--- config.mk ---
export PLATFORM = sky130hd
export DESIGN_NAME = imm_alu_unit
export DESIGN_NICKNAME = d
export VERILOG_FILES = /design/src/rtl/imm_alu_pkg.sv /design/src/rtl/imm_alu_decode.sv /design/src/rtl/imm_alu_core.sv /design/src/rtl/imm_alu_unit.sv
export SDC_FILE = /design/constraint.sdc
export NUM_CORES = 1
export LEC_CHECK = 0
export ABC_CLOCK_PERIOD_IN_PS = 8000
export CAP_MARGIN = 25
export CORE_MARGIN = 2
export CORE_UTILIZATION = 45
export DETAILED_ROUTE_END_ITERATION = 7
export PLACE_DENSITY = 0.67
export SYNTH_ARGS = -nofsm -noshare
export SYNTH_HDL_FRONTEND = slang
export SYNTH_SLANG_ARGS = --single-unit
--- constraint.sdc ---
create_clock -name clk -period 8 [get_ports clk]
set_clock_uncertainty 0.1 [all_clocks]
set_input_delay 0.8 -clock clk [delete_from_list [all_inputs] [get_ports clk]]
set_output_delay 0.8 -clock clk [all_outputs]
set_load 0.03 [all_outputs]
--- src/rtl/imm_alu_pkg.sv ---
package imm_alu_pkg;
    localparam int DATA_W = 32;
    localparam int IMM_W  = 8;
    localparam int IDX_W  = 2;
    localparam int STAT_W = 8;

    localparam int FLG_Z = 0;
    localparam int FLG_N = 1;
    localparam int FLG_C = 2;
    localparam int FLG_V = 3;

    typedef enum logic [2:0] {
        OP_AND = 3'd0,
        OP_OR  = 3'd1,
        OP_TST = 3'd2,
        OP_SRA = 3'd3,
        OP_SRL = 3'd4,
        OP_SLA = 3'd5
    } alu_op_e;

    typedef enum logic {
        S_IDLE = 1'b0,
        S_EMIT = 1'b1
    } emit_state_e;
endpackage

--- src/rtl/imm_alu_decode.sv ---
module imm_alu_decode
    import imm_alu_pkg::*;
#(
    parameter int P_IMM_W = IMM_W,
    parameter int P_IDX_W = IDX_W
) (
    input  logic [P_IDX_W+P_IMM_W-1:0] insn,
    input  logic [2:0]                 op_raw,
    output logic [P_IDX_W-1:0]         idx,
    output logic [P_IMM_W-1:0]         imm,
    output logic                       legal
);
    localparam int INSN_W = P_IDX_W + P_IMM_W;

    always_comb begin
        idx   = insn[INSN_W-1:P_IMM_W];
        imm   = insn[P_IMM_W-1:0];
        legal = (op_raw <= 3'd5);
    end
endmodule

--- src/rtl/imm_alu_core.sv ---
module imm_alu_core
    import imm_alu_pkg::*;
#(
    parameter int P_DATA_W = DATA_W,
    parameter int P_IMM_W  = IMM_W,
    parameter int P_STAT_W = STAT_W
) (
    input  logic [2:0]          op,
    input  logic [P_IMM_W-1:0]  imm,
    input  logic [P_DATA_W-1:0] opnd,
    input  logic [P_STAT_W-1:0] stat_in,
    output logic [P_DATA_W-1:0] result,
    output logic                we,
    output logic [P_STAT_W-1:0] stat_out
);
    localparam int SH_W = $clog2(P_DATA_W);

    logic [P_DATA_W-1:0] imm_ext;
    logic [P_DATA_W-1:0] sra_v, srl_v, sla_v;
    logic [P_DATA_W-1:0] flag_src;
    logic                big_amt;
    logic [SH_W-1:0]     sh;

    always_comb begin
        imm_ext = {{(P_DATA_W-P_IMM_W){1'b0}}, imm};
        big_amt = (32'(imm) >= 32'(P_DATA_W));
        sh      = imm[SH_W-1:0];
        sra_v   = big_amt ? {P_DATA_W{opnd[P_DATA_W-1]}}
                          : P_DATA_W'($signed(opnd) >>> sh);
        srl_v   = big_amt ? '0 : (opnd >> sh);
        sla_v   = big_amt ? '0 : (opnd << sh);
    end

    always_comb begin
        result   = opnd;
        we       = 1'b1;
        stat_out = stat_in;
        flag_src = opnd;
        unique case (op)
            3'(OP_AND): begin
                result   = opnd & imm_ext;
                flag_src = result;
                stat_out[FLG_C] = 1'b0;
                stat_out[FLG_V] = 1'b0;
            end
            3'(OP_OR): begin
                result   = opnd | imm_ext;
                flag_src = result;
                stat_out[FLG_C] = 1'b0;
                stat_out[FLG_V] = 1'b0;
            end
            3'(OP_TST): begin
                we       = 1'b0;
                flag_src = opnd & imm_ext;
                stat_out[FLG_C] = 1'b0;
                stat_out[FLG_V] = 1'b0;
            end
            3'(OP_SRA): begin
                result   = sra_v;
                flag_src = sra_v;
                stat_out[FLG_C] = opnd[0];
            end
            3'(OP_SRL): begin
                result   = srl_v;
                flag_src = srl_v;
                stat_out[FLG_C] = opnd[0];
            end
            3'(OP_SLA): begin
                result   = sla_v;
                flag_src = sla_v;
            end
            default: begin
                we = 1'b0;
            end
        endcase
        stat_out[FLG_Z] = (flag_src == '0);
        stat_out[FLG_N] = flag_src[P_DATA_W-1];
    end
endmodule

--- src/rtl/imm_alu_unit.sv ---
module imm_alu_unit
    import imm_alu_pkg::*;
(
    input  logic                    clk,
    input  logic                    rst_n,
    input  logic                    in_valid,
    input  logic [2:0]              in_op,
    input  logic [IDX_W+IMM_W-1:0]  in_insn,
    input  logic [DATA_W-1:0]       in_opnd,
    input  logic [STAT_W-1:0]       in_stat,
    output logic                    out_valid,
    output logic [IDX_W-1:0]        out_idx,
    output logic [DATA_W-1:0]       out_data,
    output logic                    out_we,
    output logic [STAT_W-1:0]       out_stat
);
    logic [IDX_W-1:0]  dec_idx;
    logic [IMM_W-1:0]  dec_imm;
    logic              dec_legal;
    logic [DATA_W-1:0] alu_res;
    logic              alu_we;
    logic [STAT_W-1:0] alu_stat;
    logic              accept;

    emit_state_e state_q, state_d;

    imm_alu_decode #(.P_IMM_W(IMM_W), .P_IDX_W(IDX_W)) u_dec (
        .insn   (in_insn),
        .op_raw (in_op),
        .idx    (dec_idx),
        .imm    (dec_imm),
        .legal  (dec_legal)
    );

    imm_alu_core #(.P_DATA_W(DATA_W), .P_IMM_W(IMM_W), .P_STAT_W(STAT_W)) u_core (
        .op       (in_op),
        .imm      (dec_imm),
        .opnd     (in_opnd),
        .stat_in  (in_stat),
        .result   (alu_res),
        .we       (alu_we),
        .stat_out (alu_stat)
    );

    assign accept = in_valid && dec_legal;

    always_comb begin
        state_d = state_q;
        unique case (state_q)
            S_IDLE: state_d = accept ? S_EMIT : S_IDLE;
            S_EMIT: state_d = accept ? S_EMIT : S_IDLE;
            default: state_d = S_IDLE;
        endcase
    end

    always_ff @(posedge clk) begin
        if (!rst_n) state_q <= S_IDLE;
        else        state_q <= state_d;
    end

    always_ff @(posedge clk) begin
        if (!rst_n) begin
            out_idx  <= '0;
            out_data <= '0;
            out_we   <= 1'b0;
            out_stat <= '0;
        end else if (accept) begin
            out_idx  <= dec_idx;
            out_data <= alu_res;
            out_we   <= alu_we;
            out_stat <= alu_stat;
        end else begin
            out_we   <= 1'b0;
        end
    end

    assign out_valid = (state_q == S_EMIT);

    a_r8_one_cycle: assert property (@(posedge clk) disable iff (!rst_n)
        (in_valid && in_op <= 3'd5) |=> out_valid);
    a_r10_illegal_ignored: assert property (@(posedge clk) disable iff (!rst_n)
        (!(in_valid && in_op <= 3'd5)) |=> (!out_valid && !out_we));
    a_r4_test_no_write: assert property (@(posedge clk) disable iff (!rst_n)
        (in_valid && in_op == 3'd2) |=> (!out_we && out_data == $past(in_opnd)));
    a_r3_clear_cv: assert property (@(posedge clk) disable iff (!rst_n)
        (in_valid && in_op <= 3'd2) |=> (!out_stat[FLG_C] && !out_stat[FLG_V]));
    a_r6_keep_cv: assert property (@(posedge clk) disable iff (!rst_n)
        (in_valid && in_op == 3'd5) |=> (out_stat[FLG_V:FLG_C] == $past(in_stat[FLG_V:FLG_C])));
    a_r5_carry_bit0: assert property (@(posedge clk) disable iff (!rst_n)
        (in_valid && (in_op == 3'd3 || in_op == 3'd4)) |=>
        (out_stat[FLG_C] == $past(in_opnd[0]) && out_stat[FLG_V] == $past(in_stat[FLG_V])));
    a_r9_upper_pass: assert property (@(posedge clk) disable iff (!rst_n)
        (in_valid && in_op <= 3'd5) |=> (out_stat[STAT_W-1:4] == $past(in_stat[STAT_W-1:4])));
    a_r3_zero_flag: assert property (@(posedge clk) disable iff (!rst_n)
        (out_valid && out_we) |-> (out_stat[FLG_Z] == (out_data == '0)));
endmodule

==> flow_metrics.tcl, run 1 <==
set metrics [dict create \
    start_util_pct 46.4 \
    finalHoldViolCount 0 \
    gr-usage-met1_pct 56.4 \
    place.gp.congestion 1.04 \
    fin_tns_setup_ns 0 \
    setup_slack_ns 3.12 \
    io_buffers 97 \
    core_area_sq_um 15300 \
    fin_cells 1099 \
    ys.flop_type "dfxtp_1" \
    cts_setup_buffers 0 \
    path_class "primary input to register" \
    critPathMaxFanout 40 \
    drive_gt1_share_pct 15.7 \
    placed_cell_area_sq_um 7890 \
    dieArea_sq_um 16700 \
    detailed_place_hpwl_microns 24700 \
    cp_slowest_cell "a32oi_1" \
    area_delta_synth_final_pct 14.4 \
    reg2reg_from "out_data[0]" \
    wl_per_cell_microns 31.7 \
    worst_hold_path_type "register to register" \
    top_usage_layer "met2" \
    setup_viol 0 \
    grt_pass1_vias 7649 \
    r2r_cells 2 \
    cpPeakStageDelay_ns 0.67 \
    numCtsBuffers 5 \
    max-cap-violations 0 \
    use_met2_pct 61.5 \
    post_cts_resized 0 \
    p_leak_nw 2.85 \
    clk_latency_ns 0.29 \
    max_freq_mhz 205 \
    wl_microns 34800 \
    yosysSeqAreaShare_pct 12.4 \
    viasPerCell 7.61 \
    antenna_found_initial 2 \
    grt_overflow 0 \
    whs_path_depth 2 \
    reg2reg_to "out_data[0]" \
    use_met3_pct 10.6 \
    fp.dieW_microns 129 \
    cts_sinks 44 \
    cts_tree "yes" \
    die_h_microns 129 \
    p_per_area_nw_per_um2 121 \
    status "completed" \
    cp-start-kind "primary input" \
    syn_area_per_cell_sq_um 8.03 \
    dr.pass1.iters 6 \
    drt_iter0_markers 1504 \
    synthArstFlopShare_pct 0 \
    grt_pass1_wl_microns 51000 \
    htree_levels 2 \
    grt_max_degree 54 \
    endpoint_kind "register" \
    drtAntennaViolNets 0 \
    ioPinCount 100 \
    num_vias 8367 \
    ys_seq_elements 44 \
    crit_chain "buf_4 -> buf_4 -> mux4_2 -> a32oi_1 -> o22ai_1 -> nand2b_1 -> a31o_1 -> a2111oi_0 -> nand4_1 -> o31ai_1" \
    synth_cells 881 \
    clkTransAtPathRegs_ns 0.07 \
    worstMarginPinSlew_ns 1.21 \
    yosys_warnings 0 \
    grt.total_usage_pct 41.3 \
    synth.distinct_cells 80 \
    cp-startpoint "in_insn[0]" \
    rows 45 \
    drc_errors 0 \
    vdd_drop_max_mv 0.118 \
    synth_edf_count 0 \
    final.min_clock_period_ns 4.88 \
    cp.arrival_ns 4.99 \
    r2r_slack_ns 7.19 \
    endpoint "out_stat[0]" \
    synthesis.area_sq_um 7080 \
    period_share_pct 60.9 \
    fillers 1464 \
    final_area_sq_um 8090 \
    synth_nets 937 \
    post-place-ws_ns 3.03 \
    drv_slew 0 \
    rsz0062_at_grt "no" \
    cts-root-buf "clkbuf_16" \
    nNetsFinal 942 \
    required_ns 8.11 \
    final_util_pct 53.0 \
    slew_headroom_pct 18.6 \
    hold_buffers 0 \
    clock_path_buffers 2 \
    placedCellCount 1089 \
    cpMostUsedCell "buf_4" \
]
[how the worst min path moves through the flow]
stage                start     endpoint
5_1_grt        out_stat[5]  out_stat[5]
3_5_place_dp    out_idx[1]   out_idx[1]
6_report        out_idx[0]   out_idx[0]
2_1_floorplan  out_stat[6]  out_stat[6]
3_3_place_gp   out_stat[7]  out_stat[7]
4_1_cts         out_idx[1]   out_idx[1]
[stage by stage]
step	hold WS, ns	power, mW
final	0.362	0.983
after global routing	0.390	1.01
after CTS	0.366	0.966
after detailed placement	0.357	0.724
after global placement	0.350	0.725
after floorplan	0.489	0.559
[layer usage]
| layer | vias up | routed length [microns] |
|---|---|---|
| li1 | 3466 | - |
| met1 | 4002 | 13200 |
| met2 | 752 | 14800 |
| met3 | 147 | 4730 |
| met4 | 0 | 2060 |
| met5 | - | 0 |
[kinds of logic (layout without fill, tap and decap cells)]
family                 count (synthesis)  after routing  share of synthesized area (%)
multiplexers                         134            134                           30.6
other                                  0              1                              0
flip-flops                            44             44                           12.4
AND/OR/NAND/NOR                      230            230                           16.5
AO/OA/AOI/OAI                        336            336                           31.2
buffers and inverters                137            143                           9.34
[placed cells by master (no fill, tap or decap), types with 27 or more instances in the layout]
| cell | n |
|---|---|
| clkdlybuf4s50_1 | 93 |
| dfxtp_1 | 44 |
| nand2_1 | 82 |
| a21oi_1 | 97 |
| mux4_2 | 61 |
| buf_4 | 27 |
| nor2_1 | 32 |
| mux2i_1 | 51 |
| o21ai_0 | 65 |
[layout make-up]
cell class / count / area (sq um) / share of cell area [%]
multi-input combinational: 700 / 5560 / 68.7
timing repair buffer: 124 / 1180 / 14.5
sequential: 44 / 881 / 10.9
tap: 211 / 264 / 3.26
clock buffer: 5 / 125 / 1.55
clock inverter: 3 / 46.3 / 0.572
inverter: 11 / 41.3 / 0.510
antenna: 1 / 2.50 / 0.0309
[state kept, by name (all words and copies together) (netlist names)]
signal / flops
out_we: 1
out_data: 32
out_valid: 1
out_idx: 2
out_stat: 8
[power breakdown]
group	switching [mW]	internal, mW
logic	0.310	0.190
registers	0.00737	0.235
clock network	0.0926	0.148
total	0.410	0.573
[synth_stat cells (all sizes together) (4+ instances only)]
cell      n  area, sq um
a2111oi   4         35.0
nor2b    11         68.8
nand2    82          308
nand4     8         50.1
and2      8         50.1
o21a      6         45.0
nand3    22          115
o31ai     8         60.1
a21oi    97          485
o22a      4         35.0
o211ai   12         90.1
o211a     6         60.1
mux4     63         1430
o22ai     9         56.3
nor4      8         50.1
a21boi    7         52.6
a21o     11         82.6
a31oi    15         93.8
o311ai    4         35.0
nor3     14         70.1
o221ai    7         67.6
o21ai    68          344
clkbuf   84          318
a32oi     4         35.0
a31o      4         35.0
nand2b   12         75.1
a311oi    4         35.0
a22oi    21          158
inv       9         33.8
a221oi    9         78.8
and3      7         43.8
nor4b     4         41.3
nor2     32          120
mux2i    51          510
dfxtp    44          881
buf      41          293
a211oi   10         75.1
mux2     20          225
[critical path, delay by kind of cell]
| family | cells | cell delay [ns] |
|---|---|---|
| compound gates | 5 | 2.08 |
| buf+inv | 2 | 1.04 |
| mux | 1 | 0.61 |
| simple gates | 2 | 0.44 |
(Power assumes the default switching activity.)
==> inputs of run 2 (changes only) <==
--- a/config.mk
+++ b/config.mk
@@ -5,7 +5,7 @@
 export SDC_FILE = /design/constraint.sdc
 export NUM_CORES = 1
 export LEC_CHECK = 0
-export ABC_CLOCK_PERIOD_IN_PS = 8000
+export ABC_CLOCK_PERIOD_IN_PS = 4600
 export CAP_MARGIN = 25
 export CORE_MARGIN = 2
 export CORE_UTILIZATION = 45
==> constraint.sdc (replaced) <==
create_clock -name clk -period 4.6 [get_ports clk]
set_clock_uncertainty 0.1 [all_clocks]
set_input_delay 0.46 -clock clk [delete_from_list [all_inputs] [get_ports clk]]
set_output_delay 0.46 -clock clk [all_outputs]
set_load 0.03 [all_outputs]
==> run 2 against run 1 <==
Setup slack lost 2.4 ns; routed wire length grew 3.3%; worst hold slack gained 0.0010 ns; critical path type unchanged; global-route usage grew 0.92 points; count of clock-buffer cells in the layout is the same; highest routed layer unchanged; combinational power grew 84%.
==> flow_metrics.tcl, run 2 (synthesis results as in run 1) <==
set metrics [dict create \
    status "completed" \
    power_mw 1.76 \
    drc_errors 0 \
    core_area_sq_um 15300 \
    grt_max_degree 51 \
    viasPerCell 7.51 \
    slew_headroom_pct 22.5 \
    cts_tree "yes" \
    clk_latency_ns 0.29 \
    mostFrequentLayoutCell "a21oi_1" \
    cp-start-kind "primary input" \
    grt_overflow 0 \
    top_regs "out_data x32, out_stat x8, out_idx x2" \
    endpoint_kind "register" \
    clkTransAtPathRegs_ns 0.07 \
    cp.arrival_ns 3.97 \
    finalHoldViolCount 0 \
    numCtsBuffers 5 \
    drtAntennaViolNets 0 \
    start_util_pct 46.4 \
    htree_levels 2 \
    cts_sinks 44 \
    grt.total_usage_pct 42.2 \
    rsz0062_at_grt "no" \
    fillers 1461 \
    critPathMaxFanout 43 \
    multi_input_area_sq_um 5570 \
    nNetsFinal 1000 \
    fin_tns_setup_ns 0 \
    cts-root-buf "clkbuf_16" \
    clock_path_buffers 2 \
    max-cap-violations 0 \
    largest_reg_flops 32 \
    power.internal_mw 1.03 \
    hold_buffers 0 \
    fp.dieW_microns 129 \
    io_buffers 97 \
    seq_area_sq_um 881 \
    seq_power_share_pct 24.0 \
    period_share_pct 84.0 \
    num_vias 8685 \
    vdd_drop_max_mv 0.184 \
    setup_viol 0 \
    grt_pass1_wl_microns 51900 \
    ioPinCount 100 \
    p_leak_nw 3.12 \
    dieArea_sq_um 16700 \
    rows 45 \
    cts_setup_buffers 0 \
    max_freq_mhz 259 \
    antenna_found_initial 0 \
    dr.pass1.iters 8 \
    drive_gt1_share_pct 21.0 \
    top_register "out_data" \
    required_ns 4.71 \
    detailed_place_hpwl_microns 27300 \
    final.min_clock_period_ns 3.86 \
    worst_hold_path_type "register to register" \
    worstMarginPinSlew_ns 1.16 \
    wl_microns 35900 \
    wl_per_cell_microns 31.1 \
    drv_slew 0 \
    switchingPower_mw 0.726 \
    p_per_area_nw_per_um2 206 \
    place.gp.congestion 1.09 \
    grt_pass1_vias 7752 \
    path_class "primary input to register" \
    final_cell_mix "a21oi_1 (97), clkdlybuf4s50_1 (93), buf_4 (85), nand2_1 (82), o21ai_0 (65)" \
    clkPwrFrac_pct 23.6 \
    switching_share_pct 41.3 \
    power_frac_comb_pct 52.4 \
    drt_iter0_markers 1600 \
    post_cts_resized 0 \
    die_h_microns 129 \
    area_delta_synth_final_pct 20.7 \
]
run 2: worst max-delay path: stages:
cell	delay, ns
buf_4	0.54
buf_4	0.42
mux4_2	0.60
a22oi_1	0.31
mux2i_1	0.20
a211oi_1	0.39
nand3_1	0.12
nor4_1	0.48
nand4_1	0.16
o31ai_1	0.24
run 2: final timing paths:
kind,start,to,slack [ns],cells after the start
max,in_insn[0],out_stat[0],0.74,10
min,out_stat[6],out_stat[6],0.36,2
max reg2reg,out_data[4],out_data[4],3.80,2
min reg2reg,out_stat[6],out_stat[6],0.36,2
run 2: layout make-up:
| type | count | share of cell area, % |
|---|---|---|
| timing repair buffer | 182 | 18.9 |
| clock inverter | 3 | 0.542 |
| sequential | 44 | 10.3 |
| tap | 211 | 3.09 |
| clock buffer | 5 | 1.46 |
| inverter | 11 | 0.483 |
| antenna | 1 | 0.0293 |
| multi-input combinational | 700 | 65.2 |
run 2: routing by layer:
metal  up-vias  share of wire [%]  global-route usage (%)
li1       3580                  -                       -
met1      4118                 38                    57.9
met2       820                 42                    63.1
met3       167                 13                    11.0
met4         0                6.5                    18.0
met5         -                  0                       0
run 2: power by group through the flow:
| stage | clock [mW] | combinational, mW | sequential, mW |
|---|---|---|---|
| detailed placement | 0 | 0.874 | 0.430 |
| CTS | 0.417 | 0.879 | 0.421 |
| floorplan | 0 | 0.489 | 0.483 |
| finish | 0.415 | 0.920 | 0.421 |
| global placement | 0 | 0.876 | 0.429 |
| global route | 0.445 | 0.945 | 0.424 |
run 2: metrics by stage:
| step | setup slack, ns | area (sq um) | std cells | hold WS [ns] | util (%) |
|---|---|---|---|---|---|
| finish | 0.737 | 8540 | 1157 | 0.363 | 56.0 |
| global placement | 0.625 | 8330 | 1146 | 0.352 | 54.6 |
| floorplan | 1.61 | 7080 | 881 | 0.449 | - |
| detailed placement | 0.543 | 8330 | 1146 | 0.357 | 54.6 |
| global route | 0.659 | 8540 | 1156 | 0.381 | 56.0 |
| CTS | 0.837 | 8510 | 1154 | 0.367 | 55.7 |
